==> src/rtl/psyn_pkg.sv <==
package psyn_pkg;

    parameter int AMP_W  = 7;
    parameter int SLOT_N = 14;
    parameter int PH_N   = 12;
    parameter int UI_N   = 3;

    typedef enum logic [1:0] {
        CF_ZERO = 2'b00,
        CF_POS  = 2'b01,
        CF_NEG  = 2'b10
    } coef_e;

    typedef enum logic {
        ST_IDLE = 1'b0,
        ST_RUN  = 1'b1
    } seq_st_e;

endpackage

==> src/rtl/ps_shape_bank.sv <==
module ps_shape_bank #(
    parameter int AMP_W   = psyn_pkg::AMP_W,
    parameter int SLOT_N  = psyn_pkg::SLOT_N,
    parameter int PH_N    = psyn_pkg::PH_N,
    parameter int UI_N    = psyn_pkg::UI_N,
    localparam int UI_AW  = $clog2(UI_N),
    localparam int SLOT_AW = $clog2(SLOT_N)
) (
    input  logic                          clk,
    input  logic                          rst_n,
    input  logic                          wr_en,
    input  logic [UI_AW-1:0]              wr_ui,
    input  logic [SLOT_AW-1:0]            wr_slot,
    input  logic [AMP_W-1:0]              wr_amp,
    input  logic                          load_i,
    input  logic [SLOT_AW-1:0]            rd_ph,
    output logic [UI_N-1:0][AMP_W-1:0]    shp_o
);

    // Shadow bank: every slot the port can address (slots PH_N.. are kept but never played)
    logic [AMP_W-1:0] shadow_q [UI_N][SLOT_N];
    // Active bank: only the slots that are played
    logic [AMP_W-1:0] active_q [UI_N][PH_N];

    logic wr_hit;
    assign wr_hit = wr_en && (int'(wr_ui) < UI_N) && (int'(wr_slot) < SLOT_N);

    always_ff @(posedge clk) begin
        if (!rst_n) begin
            for (int u = 0; u < UI_N; u++) begin
                for (int s = 0; s < SLOT_N; s++) shadow_q[u][s] <= '0;
            end
        end else if (wr_hit) begin
            shadow_q[wr_ui][wr_slot] <= wr_amp;
        end
    end

    always_ff @(posedge clk) begin
        if (!rst_n) begin
            for (int u = 0; u < UI_N; u++) begin
                for (int p = 0; p < PH_N; p++) active_q[u][p] <= '0;
            end
        end else if (load_i) begin
            for (int u = 0; u < UI_N; u++) begin
                for (int p = 0; p < PH_N; p++) active_q[u][p] <= shadow_q[u][p];
            end
        end
    end

    // On a boundary the sample being built already uses the bank that is being loaded
    for (genvar u = 0; u < UI_N; u++) begin : g_rd
        assign shp_o[u] = load_i ? shadow_q[u][rd_ph] : active_q[u][rd_ph];
    end

    AST_RD_IN_RANGE: assert property (@(posedge clk) disable iff (!rst_n)
        load_i |-> (rd_ph == '0));

endmodule

==> src/rtl/ps_seq_fsm.sv <==
module ps_seq_fsm #(
    parameter int PH_N    = psyn_pkg::PH_N,
    parameter int UI_N    = psyn_pkg::UI_N,
    parameter int SLOT_N  = psyn_pkg::SLOT_N,
    localparam int SLOT_AW = $clog2(SLOT_N)
) (
    input  logic                       clk,
    input  logic                       rst_n,
    input  logic                       step_i,
    input  logic                       mark_i,
    output logic                       boundary_o,
    output logic [SLOT_AW-1:0]         ph_use_o,
    output logic [UI_N-1:0][1:0]       coef_use_o
);
    import psyn_pkg::*;

    localparam logic [SLOT_AW-1:0] PH_LAST = SLOT_AW'(PH_N - 1);

    seq_st_e                 st_q, st_d;
    logic [SLOT_AW-1:0]      ph_q;
    logic [UI_N-1:0][1:0]    coef_q;
    logic                    pol_q;      // 1: next mark is negative
    logic [1:0]              coef_new;

    // State register
    always_ff @(posedge clk) begin
        if (!rst_n) st_q <= ST_IDLE;
        else        st_q <= st_d;
    end

    // Next state and boundary decode
    always_comb begin
        st_d       = st_q;
        boundary_o = 1'b0;
        unique case (st_q)
            ST_IDLE: begin
                if (step_i) begin
                    st_d       = ST_RUN;      // IDLE_TO_RUN
                    boundary_o = 1'b1;
                end
            end
            ST_RUN: begin
                if (step_i && (ph_q == PH_LAST)) begin
                    boundary_o = 1'b1;        // RUN_WRAP
                end
            end
        endcase
    end

    assign coef_new = !mark_i ? CF_ZERO : (pol_q ? CF_NEG : CF_POS);
    assign ph_use_o = boundary_o ? '0 : (ph_q + 1'b1);

    assign coef_use_o[0] = boundary_o ? coef_new : coef_q[0];
    for (genvar u = 1; u < UI_N; u++) begin : g_hist
        assign coef_use_o[u] = boundary_o ? coef_q[u-1] : coef_q[u];
    end

    // Phase, symbol history and polarity registers
    always_ff @(posedge clk) begin
        if (!rst_n) begin
            ph_q   <= '0;
            coef_q <= '0;
            pol_q  <= 1'b0;
        end else if (step_i) begin
            ph_q   <= ph_use_o;
            coef_q <= coef_use_o;
            if (boundary_o && mark_i) pol_q <= ~pol_q;
        end
    end

    AST_PHASE_RANGE: assert property (@(posedge clk) disable iff (!rst_n)
        ph_q <= PH_LAST);
    AST_AMI_TOGGLE: assert property (@(posedge clk) disable iff (!rst_n)
        (boundary_o && mark_i) |=> (pol_q != $past(pol_q)));
    AST_SPACE_HOLD_POL: assert property (@(posedge clk) disable iff (!rst_n)
        (step_i && !(boundary_o && mark_i)) |=> $stable(pol_q));

endmodule

==> src/rtl/ps_sum_sat.sv <==
module ps_sum_sat #(
    parameter int AMP_W = psyn_pkg::AMP_W,
    parameter int UI_N  = psyn_pkg::UI_N,
    localparam int SUM_W = AMP_W + $clog2(UI_N) + 1
) (
    input  logic [UI_N-1:0][AMP_W-1:0]  shp_i,
    input  logic [UI_N-1:0][1:0]        coef_i,
    output logic signed [AMP_W-1:0]     smp_o,
    output logic                        clip_o
);
    import psyn_pkg::*;

    localparam logic signed [AMP_W-1:0] MAX_A = {1'b0, {(AMP_W-1){1'b1}}};
    localparam logic signed [AMP_W-1:0] MIN_A = {1'b1, {(AMP_W-1){1'b0}}};
    localparam logic signed [SUM_W-1:0] HI_S  = SUM_W'(MAX_A);
    localparam logic signed [SUM_W-1:0] LO_S  = SUM_W'(MIN_A);

    logic signed [SUM_W-1:0] acc;

    always_comb begin
        acc = '0;
        for (int u = 0; u < UI_N; u++) begin
            logic signed [AMP_W-1:0] t;
            t = shp_i[u];
            if (coef_i[u] == CF_NEG) t = (t == MIN_A) ? MAX_A : -t;
            if (coef_i[u] != CF_ZERO) acc = acc + SUM_W'(t);
        end
    end

    always_comb begin
        clip_o = 1'b0;
        smp_o  = acc[AMP_W-1:0];
        if (acc > HI_S) begin
            smp_o  = MAX_A;
            clip_o = 1'b1;
        end else if (acc < LO_S) begin
            smp_o  = MIN_A;
            clip_o = 1'b1;
        end
    end

endmodule

==> src/rtl/pulse_synth.sv <==
module pulse_synth #(
    parameter int AMP_W   = psyn_pkg::AMP_W,
    parameter int SLOT_N  = psyn_pkg::SLOT_N,
    parameter int PH_N    = psyn_pkg::PH_N,
    parameter int UI_N    = psyn_pkg::UI_N,
    localparam int UI_AW  = $clog2(UI_N),
    localparam int SLOT_AW = $clog2(SLOT_N)
) (
    input  logic                     clk,
    input  logic                     rst_n,
    input  logic                     cfg_we,
    input  logic [UI_AW-1:0]         cfg_ui,
    input  logic [SLOT_AW-1:0]       cfg_slot,
    input  logic [AMP_W:0]           cfg_data,
    input  logic                     ph_en,
    input  logic                     sym_mark,
    input  logic                     stat_rd,
    output logic signed [AMP_W-1:0]  smp_out,
    output logic                     smp_vld,
    output logic [SLOT_AW-1:0]       smp_phase,
    output logic                     ovf_flag
);

    logic                        boundary;
    logic [SLOT_AW-1:0]          ph_use;
    logic [UI_N-1:0][1:0]        coef_use;
    logic [UI_N-1:0][AMP_W-1:0]  shp;
    logic signed [AMP_W-1:0]     sum_smp;
    logic                        clip;
    logic                        unused_msb;

    assign unused_msb = cfg_data[AMP_W];

    ps_seq_fsm #(.PH_N(PH_N), .UI_N(UI_N), .SLOT_N(SLOT_N)) u_seq (
        .clk        (clk),
        .rst_n      (rst_n),
        .step_i     (ph_en),
        .mark_i     (sym_mark),
        .boundary_o (boundary),
        .ph_use_o   (ph_use),
        .coef_use_o (coef_use)
    );

    ps_shape_bank #(.AMP_W(AMP_W), .SLOT_N(SLOT_N), .PH_N(PH_N), .UI_N(UI_N)) u_bank (
        .clk     (clk),
        .rst_n   (rst_n),
        .wr_en   (cfg_we),
        .wr_ui   (cfg_ui),
        .wr_slot (cfg_slot),
        .wr_amp  (cfg_data[AMP_W-1:0]),
        .load_i  (boundary),
        .rd_ph   (ph_use),
        .shp_o   (shp)
    );

    ps_sum_sat #(.AMP_W(AMP_W), .UI_N(UI_N)) u_sum (
        .shp_i  (shp),
        .coef_i (coef_use),
        .smp_o  (sum_smp),
        .clip_o (clip)
    );

    always_ff @(posedge clk) begin
        if (!rst_n) begin
            smp_out   <= '0;
            smp_phase <= '0;
            smp_vld   <= 1'b0;
            ovf_flag  <= 1'b0;
        end else begin
            smp_vld  <= ph_en;
            ovf_flag <= (ph_en && clip) || (ovf_flag && !stat_rd);
            if (ph_en) begin
                smp_out   <= sum_smp;
                smp_phase <= ph_use;
            end
        end
    end

    AST_VLD_AFTER_STEP: assert property (@(posedge clk) disable iff (!rst_n)
        ph_en |=> smp_vld);
    AST_NO_VLD_IDLE: assert property (@(posedge clk) disable iff (!rst_n)
        !ph_en |=> !smp_vld);
    AST_OUT_HELD: assert property (@(posedge clk) disable iff (!rst_n)
        !ph_en |=> ($stable(smp_out) && $stable(smp_phase)));
    AST_OVF_STICKY: assert property (@(posedge clk) disable iff (!rst_n)
        (ovf_flag && !stat_rd) |=> ovf_flag);
    AST_OVF_CLEARED: assert property (@(posedge clk) disable iff (!rst_n)
        (stat_rd && !(ph_en && clip)) |=> !ovf_flag);
    AST_OVF_SET: assert property (@(posedge clk) disable iff (!rst_n)
        (ph_en && clip) |=> ovf_flag);

endmodule

==> config.mk <==
export PLATFORM = sky130hd
export DESIGN_NAME = pulse_synth
export DESIGN_NICKNAME = d
export VERILOG_FILES = /design/src/rtl/psyn_pkg.sv /design/src/rtl/ps_shape_bank.sv /design/src/rtl/ps_seq_fsm.sv /design/src/rtl/ps_sum_sat.sv /design/src/rtl/pulse_synth.sv
export SDC_FILE = /design/constraint.sdc
export NUM_CORES = 1
export LEC_CHECK = 0
export ABC_CLOCK_PERIOD_IN_PS = 9900
export BUFFER_PORTS_ARGS = -buffer_cell sky130_fd_sc_hd__buf_2
export CORE_UTILIZATION = 55
export CTS_CLUSTER_SIZE = 16
export DETAILED_ROUTE_END_ITERATION = 8
export MAX_ROUTING_LAYER = met4
export PLACE_DENSITY = 0.72
export SYNTH_ARGS = -nofsm -noshare
export SYNTH_HDL_FRONTEND = slang
export SYNTH_SLANG_ARGS = --single-unit
==> constraint.sdc <==
create_clock -name clk -period 9.9 [get_ports clk]
set_input_delay 0.495 -clock clk [delete_from_list [all_inputs] [get_ports clk]]
set_output_delay 0.495 -clock clk [all_outputs]
set_load 0.1 [all_outputs]
==> flow_results.org, run 1 <==
** STA
- Slew of the pin with the lowest slew margin :: 1.32 ns
- Setup repair after global routing left no endpoint under its margin.
- In this run the tightest slew margin relative to its limit is 0.110.
- The worst path meets setup with 0.810 ns of slack.
- Clock skew after layout :: 0.0105 ns
- Max Slew Vio Count :: 0
- Upper clock frequency limit :: 110 MHz
- Final TNS setup :: 0 ns
- Setup violations remaining at the end of the flow were counted as 0.
- In the finished design, the share of the clock period the worst path needs comes to 0.918.
- Final hold slack :: 0.262 ns
- Crit path time final :: 9.09 ns
- Final hold viol count :: 0

** Die
- The die covers 43100 µm².
- 33 I/O pins were placed.
- In this run the vertical extent of the chip is 208 µm.
- Total core area :: 41300 µm²
- Initial standard-cell utilization of the core :: 0.563
- Measured along the x axis, the die boundary spans 208 µm.
- Placement Rows :: 74

** Clocking
- CTS tree :: yes
- Count of cells resized by post-cts repair :: 0
- Htree depth :: 2
- Buffers inserted during clock tree synthesis total 51.
- Post-CTS setup buffer count :: 0
- Hold repair after CTS inserted 0 buffers.
- Worst-path clk slew :: 0.06 ns
- Worst skew pair latency :: 0.58 ns
- For this design, the sink count on the clock tree is 525.
- The longest clock path from root to sink contains 3 buffers.
- CTS root buf :: clkbuf_16

** Worst setup path
- Data on the critical path is required at its endpoint by 10.37 ns.
- Longest individual stage delay on the worst path :: 1.18 ns
- In this design, the critical path's most frequently occurring cell is ha_1.
- CP max-delay cell :: o41ai_1
- STA classifies the critical path endpoint as a flop.
- Class of the most critical setup path :: flop to flop
- Along the worst path, the maximum fanout reaches 17.
- Startpoint type of the worst setup path :: flop
- Data arrival time of the critical path :: 9.56 ns

** Cells and area
- 0 antenna diodes ended up in the layout.
- Filler cell count in the final layout :: 3025
- Summing all multi-input logic gate instances after layout gives 7150 µm².
- The count of cells in the finished layout, fillers not included, comes to 2364.
- Register area :: 15600 µm²
- Layout net count :: 1832
- With fillers left out, the area of the finished cells amounts to 25500 µm².
- Layout-stage area growth over the synthesis result :: 9.83%
- Share of cells above drive strength 1 :: 0.0983

** Logic synthesis
- In the synthesized netlist, the number of instances is 1793.
- The share of the Yosys chip area taken by registers is 0.669.
- In this run the cell area of the synthesized design comes to 23200 µm².
- Mean post-synth cell area :: 13.0 µm²
- Counting flops with an async set or reset pin after synthesis yields a share of 0.
- Distinct cells, synth :: 87
- Area fraction of the dominant cell type after synthesis :: 0.651
- The number of nets in the synthesized netlist is 1835.
- Of all cell types, the one taking the most synthesized area is edfxtp_1.
- Number of enable flip-flop cells after synthesis :: 504
- In the synthesized netlist the dominant register cell turns out to be edfxtp_1.
- Counting flops and latches in the post-synthesis netlist gives 525.
- Synthesis warning total :: 0
- Cells taking the most area after synthesis :: edfxtp_1, and2_1, nor2_1, mux2i_1, nand2_1

** Route
- Per-cell routed wire length :: 22.5 µm
- The final layout contains routed wiring with a total length of 53.3 mm.
- Final ANT Viol Nets :: 0
- Post-detailed-route via-to-cell ratio :: 6.00
- For this run, design rule violations remaining after detail routing come to 0.
- The routed layout has 14200 vias.
- The pre-antenna-repair detailed-routing pass consisted of 6 iterations.
- After the first detailed-routing iteration, the DRC count stood at 1670.

** Worst hold path
- Kind of path behind the tightest hold check :: primary input to flop

** Global routing
- The first global-routing pass estimated 80.4 mm of wire.
- For this run the aggregate overflow at the end of global routing stands at 0.
- Entering global routing, the biggest net connects 186 pins.
- For this run, the total global-route usage over all layers was measured as 0.258.
- The number of global-route vias before repair is 13400.
- Antenna violations before repair :: 0

** Power and ir drop
- Leakage power :: 9.25 nW
- Areal power density over the cells :: 203 nW/µm²
- Maximum ir drop on the vdd rail :: 0.144 mV

** Outcome
- Status :: finished clean

** Flow run
- Max-cap check violation count :: 0

** Placement
- Final HPWL from detailed placement :: 34.5 mm
- Routability-driven placement finished with a final weighted congestion of 0.922.
- In this run the tool buffered the top-level ports with 31 buffer cells.
- Counting tap cells, the placed design contains a total of 2269 instances.
- After detailed placement, the total cell area comes to 23800 µm².
- Worst slack after detailed placement :: 0.946 ns
[synthesized netlist by cell type (5+ instances only)]
master and n:
xnor2_1 16, o21ai_0 44, a21oi_1 42, o221ai_1 7, o21a_1 8, a22o_1 5
nor4_1 5, o31ai_1 8, a211oi_1 9, nand2b_1 12, inv_1 25, a31oi_1 13
nor2b_1 27, nand3_1 38, dfxtp_1 21, nor2_1 207, o22ai_1 8, ha_1 20
mux4_2 16, o211ai_1 11, and2_1 265, and3_1 9, edfxtp_1 504, nor3_1 14
clkbuf_1 84, a21o_1 6, mux2_2 5, mux2i_1 67, buf_2 18, nand2_1 151
nand4_1 8, o21ai_1 10
[worst paths after layout]
kind | startpoint | endpoint | cells after the start | slack, ns
worst max-delay path | u_seq.ph_q[0] | ovf_flag | 31 | 0.81
worst min-delay path | cfg_data[6] | u_bank.shadow_q[2][97] | 2 | 0.26
worst max register to register | u_seq.ph_q[0] | ovf_flag | 31 | 0.81
worst min register to register | u_seq.coef_q[0] | u_seq.coef_q[2] | 2 | 0.49
[cell usage in the layout, fill, tap and decap left out, types with 20 or more instances in the layout]
cell type,instances
a21oi_1,42
mux2i_1,67
buf_4,23
clkbuf_16,55
and2_1,265
nor2_1,205
ha_1,20
nand3_1,38
dfxtp_1,20
nand2_1,149
o21ai_0,44
inv_1,25
edfxtp_1,504
buf_2,31
nor2b_1,27
[flip-flops by register name, indices dropped and copies added (netlist names)]
| signal | flops |
|---|---|
| smp_out | 7 |
| u_bank.active_q | 252 |
| u_bank.shadow_q | 252 |
| u_seq.ph_q | 4 |
| u_seq.st_q | 1 |
| ovf_flag | 1 |
| smp_vld | 1 |
| u_seq.coef_q | 6 |
| u_seq.pol_q | 1 |
[layer usage]
metal	up-vias	wire, µm	track usage
met4	0	1690	0.0903
li1	6489	-	-
met2	657	24700	0.393
met5	-	0	-
met1	6939	22500	0.355
met3	104	4440	0.0378
[cell families (layout without fill, tap and decap cells)]
group | after synthesis | in the layout | share of synthesized area
AOI/OAI and AO/OA | 225 | 225 | 0.0672
xor gates and xnor gates | 21 | 21 | 0.00856
adders and majority gates | 22 | 22 | 0.0125
buffers and inverters | 139 | 178 | 0.0247
DFF | 525 | 525 | 0.669
muxes | 92 | 92 | 0.0487
and+or+nand+nor | 769 | 769 | 0.169
[power by group]
| group | switching, W | internal [W] | total [W] |
|---|---|---|---|
| sequential | 0.0000444 | 0.00260 | 0.00265 |
| combinational | 0.000381 | 0.000182 | 0.000563 |
| clock | 0.000812 | 0.00116 | 0.00197 |
[stage by stage]
step	utilization	power (W)
final	0.618	0.00518
after global routing	0.618	0.00534
after CTS	0.618	0.00520
after detailed placement	0.577	0.00325
after global placement	0.577	0.00323
after floorplan	-	0.00309
[critical path: cells and delay by family (launching register included)]
family	cells	cell delay (ns)
and+or+nand+nor	7	1.29
xor gates and xnor gates	2	0.46
adders and majority gates	5	1.78
DFF	1	0.53
AOI/OAI and AO/OA	12	3.95
muxes	3	0.63
buffers and inverters	2	0.29
[cell type report]
cell class / count / area share
Clock buffer: 68 / 0.0566
Clock inverter: 27 / 0.0102
Inverter: 28 / 0.00412
Multi-Input combinational cell: 1129 / 0.280
Sequential cell: 525 / 0.609
Tap cell: 532 / 0.0261
Timing Repair Buffer: 55 / 0.0136
Note: power is estimated with default switching activity, not from simulation.
==> inputs of run 2 (changes only) <==
==> constraint.sdc (replaced) <==
create_clock -name clk -period 9.9 [get_ports clk]
set_input_delay 1.98 -clock clk [delete_from_list [all_inputs] [get_ports clk]]
set_output_delay 1.98 -clock clk [all_outputs]
set_load 0.1 [all_outputs]
==> flow_results.org, run 2 (synthesized netlist as in run 1, its figures left out) <==
** Outcome
- The run finished with clean final reports.

** Route
- Per-cell routed wire length :: 22.3 µm
- For this block, the routed nets add up to 53.1 mm of wire.
- The first detailed-routing pass ran for 6 iterations.
- Number of remaining DRC errors :: 0
- Post-detailed-route via-to-cell ratio :: 5.95
- The count of nets left with antenna violations once routing finished came out at 0.
- The first routing iteration left 1654 violations.
- Summing over every cut layer, the via total after detailed routing is 14100.

** Clocking
- TritonCTS Sinks :: 525
- Worst skew pair latency :: 0.60 ns
- TritonCTS built the clock tree.
- CTS root buf :: clkbuf_16
- Maximum root-to-sink buffer count :: 3
- Htree depth :: 2
- The number of gates resized after CTS was 0.
- CTS buffer count :: 53
- Worst-path clk slew :: 0.06 ns
- Buffers inserted to repair hold after CTS numbered 0.
- Post-CTS setup buffer count :: 0

** Cells and area
- Leaving out fill and tap cells, the most frequent cell in the layout is edfxtp_1.
- With fillers left out, the area of the finished cells amounts to 25600 µm².
- Relative to the synthesized area, the layout overhead comes to 10.1%.
- Most frequent cells in the layout :: edfxtp_1, and2_1, nor2_1
- Non-filler instance count after layout :: 2378
- After the last flow step, the layout net total stands at 1847.
- In the final layout, the share of cells above drive strength 1 is 0.103.
- Registers with the most flip-flops :: u_bank.active_q: 252 flops, u_bank.shadow_q: 252 flops, smp_out: 7 flops

** Die
- Die Outline Area :: 43100 µm²
- During I/O placement, the number of pins put on the boundary was 33.
- For this configuration, the core starts out at a cell density of 0.563.
- The floorplan step defined a core boundary enclosing 41300 µm².
- Die boundary height :: 208 µm
- From left edge to right edge, the die measures 208 µm.
- The floorplan has 74 rows.

** Worst setup path
- Startpoint type of the worst setup path :: primary input
- Max FO, Critical Path :: 22
- Worst endpoint required time :: 10.37 ns
- Longest individual stage delay on the worst path :: 0.53 ns
- Among all stages on the critical path, the largest delay is contributed by o41ai_1.
- Delay-heaviest family, CP :: compound AO/OA/AOI/OAI gates
- Data on the critical path arrives at its endpoint at 9.46 ns.
- The worst setup path is of the primary input to flop kind.
- Counting both buffers and inverters, the worst setup path holds a total of 2.
- The worst setup path is captured at a flop.

** Global routing
- The first global-routing pass estimated 81.6 mm of wire.
- Vias in the first global route :: 13600
- Entering global routing, the biggest net connects 238 pins.
- Global route total overflow :: 0
- Global-route usage over all layers :: 0.260
- The number of antenna violations at the first check in global routing is 1.

** Power and ir drop
- In this run the power density over the cells is 200 nW/µm².
- Maximum ir drop on the vdd rail :: 0.125 mV
- Summed over all cells, the static leakage comes to 9.28 nW.

** Placement
- Final HPWL from detailed placement :: 34.6 mm
- Final RePlAce weighted congestion :: 0.923
- Number of placed cells counting well taps :: 2282
- The count of buffers added on input and output ports is 31.
- Summing all placed instances gives a cell area of 23900 µm².

** STA
- Worst slew margin relative to its limit :: 0.216
- Slew of the pin with the lowest slew margin :: 1.17 ns
- The number of endpoints with negative hold slack in the final report is 0.
- Counting I/O delays and the setup requirement, the final critical path takes 8.99 ns.
- Max Slew Vio Count :: 0
- Upper clock frequency limit :: 111 MHz
- Setup repair after global routing missed its margin :: no
- Adding up every negative setup slack in the final design gives 0 ns.
- Dividing the final minimum period by the clock period gives 0.908.
- On the final layout, the worst clock skew is 0.0131 ns.
- Setup violations remaining at the end of the flow were counted as 0.

** Flow run
- The tool flagged a number of max-cap violations equal to 0.

** Worst hold path
- The path class of the tightest hold or removal check is flop to flop.
## run 2: changes by cell type in the layout (fill, tap and decap cells not counted)
cell / change
clkinv_4: +2
clkbuf_8: -2
clkinvlp_4: -1
clkinv_1: +6
buf_12: +1
clkbuf_1: -1
clkinv_2: -3
buf_4: +12
nand2_2: +2
bufinv_16: -2
diode_2: +1
nand2_1: -2
inv_6: +1
## run 2: per-stage QoR
step                      hold WS [ns]  total power, W  setup WS, ns   util
after global placement           0.469         0.00323         0.659  0.580
after CTS                        0.489         0.00514         0.995  0.620
after detailed placement         0.477         0.00325         0.418  0.580
after global routing             0.524         0.00528         0.327  0.620
final                            0.485         0.00512         0.912  0.620
after floorplan                  0.449         0.00309         0.156      -
## run 2: final timing paths
check / start / endpoint / slack [ns] / depth (start not counted)
setup / recovery: ph_en / smp_out[3] / 0.91 / 31
hold / removal: u_seq.coef_q[0] / u_seq.coef_q[2] / 0.48 / 2
setup reg to reg: u_seq.ph_q[0] / smp_out[3] / 1.17 / 31
hold reg to reg: u_seq.coef_q[0] / u_seq.coef_q[2] / 0.48 / 2
## run 2: worst reg2reg max path: cells and delay by family (launching register included)
family / cells / cell delay, ns
muxes: 3 / 0.65
xor gates and xnor gates: 1 / 0.10
adders and majority gates: 5 / 1.87
buffers and inverters: 2 / 0.26
DFF: 1 / 0.73
and+or+nand+nor: 7 / 1.35
AOI/OAI and AO/OA: 13 / 3.66
## run 2: per-layer routing
layer,global-route usage,share of wire,vias up
met3,0.0383,0.074,88
met5,-,0,-
met1,0.364,0.43,6977
met2,0.399,0.47,575
li1,-,-,6503
met4,0.0695,0.023,0
## run 2: report_power, final
part,total [W],leakage [nW],internal [W],switching [W]
Clock,0.00191,0.807,0.00109,0.000821
Sequential,0.00265,5.28,0.00260,0.0000474
Combinational,0.000561,3.19,0.000187,0.000374
Total,0.00512,9.28,0.00388,0.00124
## run 2: layout make-up
type	count	area, µm²
diodes	1	2.50
clock buffers	65	1410
clock inverters	30	228
fillers	3111	15700
inverters	28	105
multi-input cells	1129	7160
flip-flops and latches	525	15600
well taps	532	666
repair buffers	68	458
==> inputs of run 3 (changes only) <==
--- a/config.mk
+++ b/config.mk
@@ -5,13 +5,14 @@
 export SDC_FILE = /design/constraint.sdc
 export NUM_CORES = 1
 export LEC_CHECK = 0
+export ABC_AREA = 1
 export ABC_CLOCK_PERIOD_IN_PS = 9900
 export BUFFER_PORTS_ARGS = -buffer_cell sky130_fd_sc_hd__buf_2
-export CORE_UTILIZATION = 55
+export CORE_UTILIZATION = 50
 export CTS_CLUSTER_SIZE = 16
 export DETAILED_ROUTE_END_ITERATION = 8
 export MAX_ROUTING_LAYER = met4
-export PLACE_DENSITY = 0.72
+export PLACE_DENSITY = 0.67
 export SYNTH_ARGS = -nofsm -noshare
 export SYNTH_HDL_FRONTEND = slang
 export SYNTH_SLANG_ARGS = --single-unit
==> flow_results.org, run 3 <==
** Placement
- Final HPWL from detailed placement :: 33.8 mm
- Final RePlAce weighted congestion :: 0.860
- After detailed placement, the total cell area comes to 24200 µm².
- In this run the tool buffered the top-level ports with 31 buffer cells.

** Route
- Post-detailed-route via-to-cell ratio :: 5.28
- Dividing the detail-routed wire length by the instance count gives 18.6 µm.
- In the routed design, unresolved DRC markers number 0.
- The detailed router finished its first iteration with 1716 violations.
- In the detailed route, the total length drawn on met3 is 4.45 mm.
- Aggregate routed wire length :: 55.3 mm
- In this run the remaining antenna-violating nets after routing total 0.
- First-pass detailed-route iteration total :: 5
- Max Used Layer :: met4
- The routed layout has 15700 vias.
- In the final routing, the length of wire on met1 measures 23.2 mm.
- Met2 wire len :: 26.4 mm

** Logic synthesis
- Sequential fraction of the synthesis area :: 0.659
- Of all flip-flops after synthesis, the portion carrying an async set or reset was 0.
- After synthesis, the netlist uses 54 different library cells.
- Yosys instantiated no cell more often than nor2_1.
- Synthesized Nets :: 2361
- A synthesized cell averages 10.2 µm².
- Most frequent cells after synthesis :: nor2_1, edfxtp_1, inv_1, nand2_1, nand3_1
- Area fraction of the dominant cell type after synthesis :: 0.641
- The Yosys step of the flow raised 0 warnings.
- In this run, synthesis inferred 504 flip-flops with an integrated enable.
- Cell taking the most area after synthesis :: edfxtp_1
- In this run the cell area of the synthesized design comes to 23600 µm².
- Post-synth top flop :: edfxtp_1
- Cells taking the most area after synthesis :: edfxtp_1, nor2_1, inv_1, nand2_1, nand3_1
- After synthesis the netlist holds a flip-flop and latch count of 525.
- Synthesis produced 2319 cells.

** Clocking
- In this run, CTS created clock tree buffers numbering 53.
- Htree depth :: 2
- TritonCTS built the clock tree.
- Count of cells resized by post-cts repair :: 0
- The tree is rooted in a clkbuf_16.
- Post-CTS setup buffer count :: 0
- TritonCTS Sinks :: 525
- Counting along the longest clock path gives a buffer depth of 3.
- Worst-path clk slew :: 0.06 ns
- Worst skew pair latency :: 0.61 ns
- In this run, post-CTS hold repair placed 0 buffers.

** Global routing
- Global route total overflow :: 0
- The first global-routing pass estimated 84.5 mm of wire.
- Global-route usage over all layers :: 0.242
- Largest net degree at the start of global routing :: 176
- The number of antenna violations at the first check in global routing came to 1.
- The number of global-route vias before repair was 15000.

** Cells and area
- The library cell used most frequently in the layout, excluding fill and tap cells, is nor2_1.
- Register area :: 15600 µm²
- Registers with the most flip-flops :: u_bank.active_q: 252 flops, u_bank.shadow_q: 252 flops, smp_out: 7 flops
- With fillers left out, the area of the finished cells amounts to 25900 µm².
- Most frequent cells in the layout :: nor2_1, edfxtp_1, inv_1
- Of the cells placed in the final design, the portion with a size suffix greater than 1 is 0.0816.
- Filler cell count in the final layout :: 3931
- In the final layout, the multi-input gates occupy 6070 µm².
- From synthesis to final layout, the design area changed by 9.56%.
- The final layout contains 2364 nets.

** Power and ir drop
- Summed over all cells, the static leakage comes to 11.0 nW.
- Power spent charging and discharging nets :: 0.00148 W
- The share of total power dissipated in sequential elements is 0.492.
- IR analysis of the VDD net gives a maximum drop of 0.137 mV.
- Of the total power, the share spent switching nets is 0.274.
- Areal power density over the cells :: 209 nW/µm²
- Of the total power, combinational logic draws 0.154.
- Int Pwr :: 0.00393 W
- Part of the power in the clock network :: 0.354
- Overall power :: 0.00541 W

** Outcome
- The run finished with clean final reports.

** STA
- On the final layout, the worst clock skew is 0.0254 ns.
- Max Slew Vio Count :: 0
- Headroom to the max-slew limit came out at 0.213.
- Crit path time final :: 8.08 ns
- Finish-stage setup viols :: 0
- Final hold viol count :: 0
- Setup repair after global routing missed its margin :: no
- Upper clock frequency limit :: 124 MHz
- Slew of the pin with the lowest slew margin :: 1.18 ns
- In the finished design, the share of the clock period the worst path needs comes to 0.816.
- Adding up every negative setup slack in the final design gives 0 ns.

** Die
- From left edge to right edge, the die measures 219 µm.
- The floorplan step defined a die boundary enclosing 48100 µm².
- I/O pin count :: 33
- Row generation in the floorplan step produced 79 rows.
- Die boundary height :: 219 µm
- Initial standard-cell utilization of the core :: 0.507
- Total core area :: 46600 µm²

** Worst setup path
- Class of the most critical setup path :: primary input to flop
- STA classifies the critical path startpoint as a primary input.
- Cell with the most instances on the worst path :: nand2_1
- Max FO, Critical Path :: 39
- Longest individual stage delay on the worst path :: 0.51 ns
- STA classifies the critical path endpoint as a flop.
- At the worst endpoint, the arrival time is 8.59 ns.
- STA puts the critical path data required time at 10.41 ns.
- For this design, the slowest cell found on the critical path is inv_2.

** Worst hold path
- The tightest min-delay check is of the flop to flop type.

** Flow run
- Max-cap violations in this run came to 0.
==> run 3: changes by cell type after synthesis, moves of 17 or more <==
cell / before / now
inv_1: 25 / 377
nor2_1: 207 / 555
and2_1: 265 / 2
nand2_1: 151 / 270
nand3_1: 38 / 146
mux2i_1: 67 / 2
clkbuf_1: 84 / 46
or2_2: 0 / 31
nor2b_1: 27 / 0
nand3b_1: 4 / 26
o21ai_1: 10 / 27
==> run 3: logic make-up after synthesis <==
kind of cell	after synthesis	share of synthesized area
flip-flops	525	0.659
XOR/XNOR	10	0.00403
AND/OR/NAND/NOR	1054	0.187
adder cells (fa/ha/maj)	22	0.0123
AO/OA/AOI/OAI	202	0.0526
multiplexers	2	0.000848
buffers and inverters	504	0.0847
==> run 3: stage by stage <==
step                hold slack (ns)  worst slack [ns]  utilization  cells
floorplan                     0.439             0.917            -   2319
global placement              0.445              1.50        0.520   2874
detailed placement            0.454              1.34        0.520   2874
CTS                           0.464              1.97        0.556   2972
global route                  0.482              1.12        0.556   2973
finish                        0.464              1.82        0.556   2973
==> run 3: power by group through the flow <==
stage / Sequential, W / Combinational [W] / Clock (W)
final: 0.00266 / 0.000833 / 0.00191
after global routing: 0.00268 / 0.000926 / 0.00201
after CTS: 0.00266 / 0.000828 / 0.00193
after detailed placement: 0.00271 / 0.000822 / 0
after global placement: 0.00270 / 0.000802 / 0
after floorplan: 0.00278 / 0.000541 / 0
==> run 3: final timing paths <==
| check | slack (ns) | depth (start not counted) | startpoint | to |
|---|---|---|---|---|
| setup / recovery | 1.82 | 39 | ph_en | smp_out[3] |
| setup reg to reg | 2.08 | 42 | u_seq.ph_q[0] | smp_out[3] |
| hold / removal | 0.46 | 2 | smp_out[4] | smp_out[4] |
| hold reg to reg | 0.46 | 2 | smp_out[4] | smp_out[4] |
==> run 3: final cells by class <==
type	count	area share
Clock inverter	28	0.00880
Tap cell	607	0.0294
Timing Repair Buffer	55	0.0134
Multi-Input combinational cell	1290	0.235
Antenna cell	1	0.0000967
Inverter	397	0.0576
Sequential cell	525	0.601
Clock buffer	70	0.0546
==> run 3: metal layers <==
layer | global-route usage | up-vias
met5 | - | -
met4 | 0.0766 | 0
met3 | 0.0414 | 84
met2 | 0.388 | 590
met1 | 0.315 | 7471
li1 | - | 7556
==> run 3: worst max-delay path, delay by kind of cell <==
family	cells	cell delay, ns
mux	1	0.31
fa+ha+maj	3	0.78
simple gates	18	2.19
xor+xnor	1	0.14
compound gates	10	1.81
buf+inv	6	1.32
